==> src/rtl/sarc_pkg.sv <==
package sarc_pkg;
  localparam int unsigned RES_W_DEF  = 12;
  localparam int unsigned LANE_W_DEF = 8;

  typedef enum logic [1:0] {
    ST_IDLE  = 2'd0,
    ST_TRIAL = 2'd1,
    ST_FIN   = 2'd2
  } seq_state_e;
endpackage

==> src/rtl/sarc_cmd.sv <==
module sarc_cmd (
  input  logic sel_n,
  input  logic rdconv,
  input  logic rdy_i,
  output logic start_o,
  output logic rd_en_o
);
  logic both_low;

  // level-triggered: OR of the two active-low lines gives the command
  always_comb begin
    both_low = ~(sel_n | rdconv);
    start_o  = both_low & rdy_i;
    rd_en_o  = ~sel_n & rdconv;
  end
endmodule

==> src/rtl/sarc_seq.sv <==
module sarc_seq
  import sarc_pkg::*;
#(
  parameter int unsigned RES_W = RES_W_DEF
) (
  input  logic             clk,
  input  logic             rst_n,
  input  logic             start_i,
  input  logic             cmp_i,
  output logic [RES_W-1:0] dac_o,
  output logic             hold_o,
  output logic             rdy_o,
  output logic             wr_o,
  output logic [RES_W-1:0] res_o
);
  localparam int unsigned IDX_W = (RES_W > 1) ? $clog2(RES_W) : 1;
  localparam logic [RES_W-1:0] ONE      = {{(RES_W-1){1'b0}}, 1'b1};
  localparam logic [RES_W-1:0] MSB_ONLY = ONE << (RES_W-1);
  localparam logic [IDX_W-1:0] IDX_TOP  = IDX_W'(RES_W-1);

  seq_state_e       state_q, state_d;
  logic [RES_W-1:0] code_q, code_d, kept;
  logic [IDX_W-1:0] idx_q, idx_d;
  logic             adv;

  always_comb begin
    kept    = code_q & ~((cmp_i ? '0 : ONE) << idx_q);
    state_d = state_q;
    code_d  = code_q;
    idx_d   = idx_q;
    wr_o    = 1'b0;
    unique case (state_q)
      ST_IDLE: begin
        if (start_i) begin
          state_d = ST_TRIAL;
          code_d  = MSB_ONLY;
          idx_d   = IDX_TOP;
        end
      end
      ST_TRIAL: begin
        if (idx_q == '0) begin
          state_d = ST_FIN;
          code_d  = kept;
          wr_o    = 1'b1;
        end else begin
          code_d = kept | (ONE << (idx_q - IDX_W'(1)));
          idx_d  = idx_q - IDX_W'(1);
        end
      end
      default: state_d = ST_IDLE;
    endcase
    adv = (state_q != ST_IDLE) | start_i;
  end

  always_ff @(posedge clk or negedge rst_n) begin
    if (!rst_n) begin
      state_q <= ST_IDLE;
      code_q  <= '0;
      idx_q   <= '0;
    end else if (adv) begin
      state_q <= state_d;
      code_q  <= code_d;
      idx_q   <= idx_d;
    end
  end

  always_comb begin
    dac_o  = code_q;
    hold_o = (state_q == ST_TRIAL);
    rdy_o  = (state_q == ST_IDLE);
    res_o  = {~kept[RES_W-1], kept[RES_W-2:0]};
  end

  // the first trial after the hold rises presents only the MSB
  a_r10_msb_trial_first: assert property (@(posedge clk) disable iff (!rst_n)
    $rose(hold_o) |-> (dac_o == MSB_ONLY));
endmodule

==> src/rtl/sarc_port.sv <==
module sarc_port
  import sarc_pkg::*;
#(
  parameter int unsigned RES_W  = RES_W_DEF,
  parameter int unsigned LANE_W = LANE_W_DEF
) (
  input  logic                clk,
  input  logic                rst_n,
  input  logic                wr_i,
  input  logic [RES_W-1:0]    res_i,
  input  logic                rd_en_i,
  input  logic                lane_sel,
  output logic [2*LANE_W-1:0] port_q,
  output logic [2*LANE_W-1:0] port_oe
);
  localparam int unsigned PORT_W = 2 * LANE_W;
  localparam int unsigned LO_W   = RES_W - LANE_W;
  localparam int unsigned PAD_W  = LANE_W - LO_W;

  logic [RES_W-1:0]  res_q;
  logic [LANE_W-1:0] hi_part, lo_part;
  logic [PORT_W-1:0] steered;

  always_ff @(posedge clk or negedge rst_n) begin
    if (!rst_n)    res_q <= '0;
    else if (wr_i) res_q <= res_i;
  end

  always_comb begin
    hi_part = res_q[RES_W-1 -: LANE_W];
    lo_part = {res_q[LO_W-1:0], {PAD_W{1'b0}}};
    steered = lane_sel ? {lo_part, hi_part} : {hi_part, lo_part};
  end

  for (genvar b = 0; b < PORT_W; b++) begin : g_pin
    assign port_oe[b] = rd_en_i;
    assign port_q[b]  = rd_en_i & steered[b];
  end

  // the port is enabled as a whole or not at all
  a_r5_oe_all_or_none: assert property (@(posedge clk) disable iff (!rst_n)
    (port_oe == '0) || (&port_oe));
endmodule

==> src/rtl/sarc_top.sv <==
module sarc_top
  import sarc_pkg::*;
#(
  parameter int unsigned RES_W  = RES_W_DEF,
  parameter int unsigned LANE_W = LANE_W_DEF
) (
  input  logic                clk,
  input  logic                rst_n,
  input  logic                sel_n,
  input  logic                rdconv,
  input  logic                lane_sel,
  input  logic                cmp_i,
  output logic                rdy_o,
  output logic                hold_o,
  output logic [RES_W-1:0]    dac_o,
  output logic [2*LANE_W-1:0] port_q,
  output logic [2*LANE_W-1:0] port_oe
);
  logic             start, rd_en, wr;
  logic [RES_W-1:0] res;

  sarc_cmd u_cmd (
    .sel_n   (sel_n),
    .rdconv  (rdconv),
    .rdy_i   (rdy_o),
    .start_o (start),
    .rd_en_o (rd_en)
  );

  sarc_seq #(.RES_W(RES_W)) u_seq (
    .clk     (clk),
    .rst_n   (rst_n),
    .start_i (start),
    .cmp_i   (cmp_i),
    .dac_o   (dac_o),
    .hold_o  (hold_o),
    .rdy_o   (rdy_o),
    .wr_o    (wr),
    .res_o   (res)
  );

  sarc_port #(.RES_W(RES_W), .LANE_W(LANE_W)) u_port (
    .clk      (clk),
    .rst_n    (rst_n),
    .wr_i     (wr),
    .res_i    (res),
    .rd_en_i  (rd_en),
    .lane_sel (lane_sel),
    .port_q   (port_q),
    .port_oe  (port_oe)
  );

  // a command seen while ready starts a held conversion
  a_r1_start_cmd: assert property (@(posedge clk) disable iff (!rst_n)
    (rdy_o && !sel_n && !rdconv) |=> (!rdy_o && hold_o));

  // after the write, one tracking cycle with ready still low
  a_r11_track_after_write: assert property (@(posedge clk) disable iff (!rst_n)
    wr |=> (!rdy_o && !hold_o));

  // ready only rises two cycles after a write
  a_r11_busy_after_write: assert property (@(posedge clk) disable iff (!rst_n)
    $rose(rdy_o) |-> $past(wr, 2));

  // mid-conversion reads do not change
  a_r9_prev_result_stable: assert property (@(posedge clk) disable iff (!rst_n)
    (hold_o && $past(hold_o) && port_oe[0] && $past(port_oe[0]) && $stable(lane_sel))
      |-> $stable(port_q));
endmodule

==> config.mk <==
export PLATFORM = sky130hd
export DESIGN_NAME = sarc_top
export DESIGN_NICKNAME = d
export VERILOG_FILES = /design/src/rtl/sarc_pkg.sv /design/src/rtl/sarc_cmd.sv /design/src/rtl/sarc_seq.sv /design/src/rtl/sarc_port.sv /design/src/rtl/sarc_top.sv
export SDC_FILE = /design/constraint.sdc
export NUM_CORES = 1
export LEC_CHECK = 0
export ABC_AREA = 0
export BUFFER_PORTS_ARGS = -buffer_cell sky130_fd_sc_hd__buf_2
export CAP_MARGIN = 20
export CORE_MARGIN = 10
export CORE_UTILIZATION = 55
export CTS_BUF_LIST = sky130_fd_sc_hd__clkbuf_8
export DETAILED_ROUTE_END_ITERATION = 10
export PLACE_DENSITY = 0.84
export SLEW_MARGIN = 20
export SYNTH_ARGS = -nofsm -noshare
export SYNTH_HDL_FRONTEND = slang
export SYNTH_SLANG_ARGS = --single-unit
==> constraint.sdc <==
create_clock -name clk -period 2.7 [get_ports clk]
set_input_delay 0.135 -clock clk [delete_from_list [all_inputs] [get_ports clk]]
set_output_delay 0.135 -clock clk [all_outputs]
set_load 0.005 [all_outputs]
---- Word level (Yosys, flattened, before mapping) ----
Cells that the tools add are included.
operators by class
  add/subtract/negate cells ............... 1
  eq/ne operators ......................... 4
  shifts and indexed selects .............. 2
  muxes and demuxes ....................... 13
  bitwise logic cells ..................... 26
  reduce and logical (&&, ||, !) cells .... 7
operators with widths
  cell                                                    number
  two-way mux 12 bit                                      2
  case mux 12 bit (2 select lines)                        1
  AND 1 bit                                               18
  two-way mux 16 bit                                      1
  AND 12 bit                                              1
  NOT 12 bit                                              1
  bitwise OR 12 bit                                       1
  left shift 1 x 4 -> 12 bit (first input constant)       1
  left shift 12 x 4 -> 12 bit                             1
  two-way mux 4 bit                                       2
  case mux 4 bit (2 select lines)                         1
  AND reduction 3 bit                                     2
  zero test 4 bit                                         1
  two-way mux 2 bit                                       2
  inequality test 2 x 1 -> 1 bit (second input constant)  2
  case mux 2 bit (2 select lines)                         1
  AND reduction 4 bit                                     1
  nonzero test 2 bit                                      2
  subtractor 4 x 1 -> 4 bit (second input constant)       1
  two-way mux 1 bit                                       3
  NOT 1 bit                                               3
  equality test 2 x 1 -> 1 bit (second input constant)    1
  zero test 2 bit                                         1
  inequality test 2 bit (second input constant)           1
  bitwise OR 1 bit                                        2
word-level totals
  bits in registers ....................... 30
  output and inout bits ................... 46
  word-level logic and storage cells ...... 57

---- Logic depth before layout (Yosys ltp) ----
  depth after elaboration ................. 7
  gate-level depth with buffers ........... 9

---- Modules after synthesis ----
From an unflattened synthesis, not the netlist that was laid out.
unflattened totals
  cell total of the unflattened synthesis .. 180
  area, all modules ....................... 1876.8 sq um
modules (own cells, without submodules)
  module     times used  cells an instance  area each (sq um)  sequential area each (sq um)
  sarc_seq   1           110                1086.0             450.4
  sarc_port  1           68                 772.0              300.3
  sarc_cmd   1           2                  18.8               0.0

---- Worst setup path after synthesis ----
No wires, ideal clock.
  kind .................................... flip-flop to flip-flop
  start point ............................. register u_seq.idx_q[1]
  end point ............................... register u_port.res_q[0]
  library setup time ...................... 122 ps
  data arrival time ....................... 1702 ps
  required time ........................... 2578 ps
  slack ................................... 876 ps
  cell stages (with the launch flop) ...... 10
  buffers on the path ..................... 3
  period minus slack after synthesis ...... 1824 ps
  cell sequence ........................... dfrtp_1 buf_2 inv_1 ha_1 nand2b_1 or3_1 buf_6 buf_6 nand2_2 o31ai_2
on the way
  longest elaborated chain between the ends .. 3
RTL lines
  item                                                            RTL line                        source
  start, declared                                                 sarc_seq.sv:23                  logic [IDX_W-1:0] idx_q, idx_d;
  start signal, assigned                                          sarc_seq.sv:63                  idx_q <= idx_d;
  left shift 12 x 4 -> 12 bit or zero test 4 bit (tied branches)  sarc_seq.sv:27, sarc_seq.sv:41
  NOT 12 bit or two-way mux 1 bit (tied branches)                 sarc_seq.sv:27, sarc_seq.sv:41
  AND 12 bit or two-way mux 1 bit (tied branches)                 sarc_seq.sv:27, sarc_seq.sv:32
  end signal, assigned                                            sarc_port.sv:26                 else if (wr_i) res_q <= res_i;
  end, declared                                                   sarc_port.sv:20                 logic [RES_W-1:0] res_q;
Several ways; a longest one is shown, not always the timed one.
A chain may end at the register's enable or synchronous reset.

---- Worst setup path in the final report ----
  start point ............................. register u_seq.idx_q[1]
  end point ............................... register u_port.res_q[4]
Same word-level chain as after synthesis.

==> run summary <==
The run finished with clean final reports. The tools report the worst-case headroom to the max-slew limit as 0.572. Counting flops and latches in the post-synthesis netlist gives 30. The global routing usage summed across all routing layers came out at 0.144. Between clock sinks in the finished design, the worst skew comes to 7.42 ps. Final non-filler cell total: 290. The run gives 2 as the deepest clock path buffer count. For the clock latency on the worst-skew pair, the log shows 280 ps. The xor/xnor share of the synthesized area works out to 0. The die covers 6080 µm². Along the worst path, the maximum fanout reaches 18. The number of placed instances, taps included, is 281. The core area was 3130 µm²; the final number of hold-violating endpoints was 0.

The data required time of the worst path is 2860 ps, and the final non-filler cell area is 2070 µm². The net count reported at finish was 256; the final setup TNS was 0 ps. The synthesized area was 1850 µm²; the via count of the first global-routing pass was 1472.

In this run the number of H-tree levels came out at 2. In the layout the commonest cells are 51 x sky130_fd_sc_hd__buf_2, 38 x sky130_fd_sc_hd__nand2_1, 30 x sky130_fd_sc_hd__dfrtp_1. In this run the mean area of a mapped cell was 8.68 µm². On the critical path the largest part of the delay comes from simple AND/OR/NAND/NOR gates. Multiplexer share of the synthesized area: 0.0487. Compound-cell area share of the yosys netlist: 0.165. After floorplanning, the core was divided into 20 placement rows. The worst hold path passes through 5 cells. The starting utilization of the core area is 0.591. The launch instance of the worst register-to-register path was u_seq.idx_q[1]$_DFFE_PN0P_. Across the run, the number of max-cap violations was 0. The die is 78.0 µm tall. Cell area after placement: 1970 µm².

The maximum VDD drop came out at 0.575 mV. During placement, the flow inserted port buffers numbering 51. The category of the worst setup path capture point is a flip-flop. The total overflow left after global routing is 0. The worst setup path is of the flip-flop to flip-flop kind. The critical path goes through inv_1 > ha_1 > nand2b_1 > or3_1 > inv_2 > nand2_1 > nand2_1. Sequential element share of the synthesized area: 0.406. Once detailed placement completed, the half-perimeter wirelength came to 3240 µm. Synthesis produced a netlist with a net count of 224.

The run gives 213 as the post-synthesis cell count. The logs give 1519 for the total number of vias and 0 for the number of antenna violations at the first check in global routing. Share of the core filled with cells: 0.663. The logs give 541 ps for the setup slack at placement and 0 for the antenna diode count. The endpoint identified for the worst register-to-register timing path is u_port.res_q[4]$_DFFE_PN0P_. Setup repair after global routing left no endpoint under its margin. The number of antenna-violating nets in the routed design was 0. TritonCTS built the clock tree.

Gates resized during post-CTS repair numbered 0. The pre-antenna-repair detailed-routing pass consisted of 4 iterations. The launch instance of the worst min-delay path is cmp_i. The commonest non-fill, non-tap cell in the layout is sky130_fd_sc_hd__buf_2. After detailed routing, the number of vias per cell comes to 5.24. For this design the static power due to leakage is 1.12 nW. The simple-gate portion of the synthesized area is 0.234, and the final critical-path setup slack is 509 ps. CTS saw 30 sinks. In this design, the stage delay of the slowest critical-path cell is 580 ps. The fraction of final layout cells with drive strength greater than 1 was 0.276.

Yosys printed 0 warnings. The clock transition at the registers of the reported paths works out to 60 ps. The number of cells on the worst reg-to-reg path is 7. By area, the combinational part of the netlist is dominated by simple AND/OR/NAND/NOR gates.

The tools report the total setup violations reported at the end of the flow as 0. The number of clock buffers inserted by TritonCTS came out at 5. In the final routed layout, each cell accounts on average for 14.4 µm.

For this design the top-level I/O count stands at 52. Global-route wire length before repair: 7240 µm. CTS placed an instance of sky130_fd_sc_hd__clkbuf_8 at the clock tree root.

The tools report the endpoint of the worst hold-timing path as u_seq.dac_o[11]$_DFFE_PN0P_. The tools report the residual DRC count as 0. For flop-to-flop paths, the worst setup slack is 510 ps. The number of max-slew violations in the final report was 0; the maximum operating frequency was 456 MHz. The congestion estimate from routability-driven global placement came to 0.906. The overall routed net length is 4170 µm. For this design the ratio of total power to cell area is 1030 nW/µm². The post-synthesis adder-cell area fraction is 0.0339, and the DRC marker count from the first detailed-route iteration is 151.

The part of the cycle the worst path needs came out at 0.812. The slowest cell on the critical path is sky130_fd_sc_hd__dfrtp_1. By instance count, the cell type seen most on the critical path is sky130_fd_sc_hd__nand2_1.

Counting both buffers and inverters, the worst setup path holds a total of 2. In this run the horizontal extent of the chip is 78.0 µm. The arrival time of the worst setup path is 2350 ps, and the slew at the pin closest to its max-slew limit is 642 ps. Relative to the synthesized area, the layout overhead comes to 12.2%.

The minimum period implied by the final worst setup slack is 2190 ps, and the count of distinct cell types in the synthesized netlist is 37. For the maximum number of pins on one net before global-route repair, the log shows 31. The kind of start point of the critical path is a flip-flop. In this run the worst hold path is classified as input port to flip-flop.
worst max-delay path by stage:
stage                                     startpoint                     endpoint  slack [ps]  depth (start not counted)
after floorplan           u_seq.idx_q[1]$_DFFE_PN0P_  u_port.res_q[0]$_DFFE_PN0P_         880                          9
after global placement    u_seq.idx_q[1]$_DFFE_PN0P_  u_port.res_q[1]$_DFFE_PN0P_         640                          5
after detailed placement  u_seq.idx_q[1]$_DFFE_PN0P_  u_port.res_q[4]$_DFFE_PN0P_         540                          7
after CTS                 u_seq.idx_q[1]$_DFFE_PN0P_  u_port.res_q[4]$_DFFE_PN0P_         520                          7
after global routing      u_seq.idx_q[1]$_DFFE_PN0P_  u_port.res_q[6]$_DFFE_PN0P_         290                          7
final                     u_seq.idx_q[1]$_DFFE_PN0P_  u_port.res_q[4]$_DFFE_PN0P_         510                          7
kinds of logic after synthesis:
| family | after synthesis |
|---|---|
| AO/OA/AOI/OAI | 46 |
| adder cells (fa/ha/maj) | 5 |
| buffers and inverters | 33 |
| flip-flops | 30 |
| multiplexers | 9 |
| AND/OR/NAND/NOR | 90 |
worst min-delay path, stage by stage:
cell,delay [ps]
sky130_fd_sc_hd__buf_2,120
sky130_fd_sc_hd__nor2b_1,60
sky130_fd_sc_hd__nand3_1,90
sky130_fd_sc_hd__a221oi_1,90
sky130_fd_sc_hd__nor2_1,110
state kept, by name (all words and copies together) (netlist names):
signal and count:
u_port.res_q 12, u_seq.dac_o 12, u_seq.idx_q 4, u_seq.state_q 2
power breakdown:
group          total [mW]  switching, mW  leakage [nW]  internal (mW)
Clock               0.359          0.158        0.0524          0.201
Sequential          0.865          0.230         0.385          0.635
Combinational       0.912          0.508         0.683          0.404
synth_stat cells, drive strengths merged:
cell type | count | share of area
ha | 5 | 0.034
a21oi | 5 | 0.014
a31oi | 3 | 0.010
and2 | 5 | 0.017
nand2b | 6 | 0.020
nor2 | 20 | 0.041
o2bb2ai | 1 | 0.0047
clkbuf | 3 | 0.0061
nor2b | 2 | 0.0068
o31ai | 1 | 0.0068
a22o | 10 | 0.047
inv | 6 | 0.012
o21ai | 21 | 0.059
a221oi | 1 | 0.0047
a22oi | 1 | 0.0041
dfrtp | 30 | 0.41
o21bai | 1 | 0.0041
nand3b | 1 | 0.0041
nand2 | 40 | 0.084
or3 | 3 | 0.013
o21ba | 1 | 0.0054
and3 | 5 | 0.017
nor3 | 3 | 0.014
o22a | 1 | 0.0047
mux2i | 9 | 0.049
or3b | 1 | 0.0061
nand4 | 1 | 0.0034
buf | 24 | 0.095
nand3 | 3 | 0.0081
repair_timing:
item	4_1_cts	5_1_grt
hold buffers	1	0
setup buffers	0	0
hold endpoints to repair	30	0
final cells by class:
cell class	instances	area [µm²]
clock inverters	2	8.76
repair buffers	52	265
fillers	271	1050
clock buffers	6	82.6
flip-flops and latches	30	751
multi-input cells	150	888
inverters	6	22.5
well taps	44	55.1
routing by layer:
| metal | GRT usage | wire length (µm) | share of wire | vias to the layer above |
|---|---|---|---|---|
| li1 | - | - | - | 772 |
| met1 | 0.173 | 1820 | 0.44 | 691 |
| met2 | 0.222 | 1900 | 0.46 | 51 |
| met3 | 0.0657 | 391 | 0.094 | 5 |
| met4 | 0.0538 | 50 | 0.012 | 0 |
| met5 | 0 | 0 | 0 | - |
per-stage QoR:
| stage | hold slack, ps | power (mW) |
|---|---|---|
| 6_report | 378 | 2.14 |
| 5_1_grt | 399 | 2.34 |
| 4_1_cts | 377 | 2.15 |
| 3_5_place_dp | 196 | 1.78 |
| 3_3_place_gp | 190 | 1.76 |
| 2_1_floorplan | -161 | 1.52 |
(Power assumes the default switching activity.)
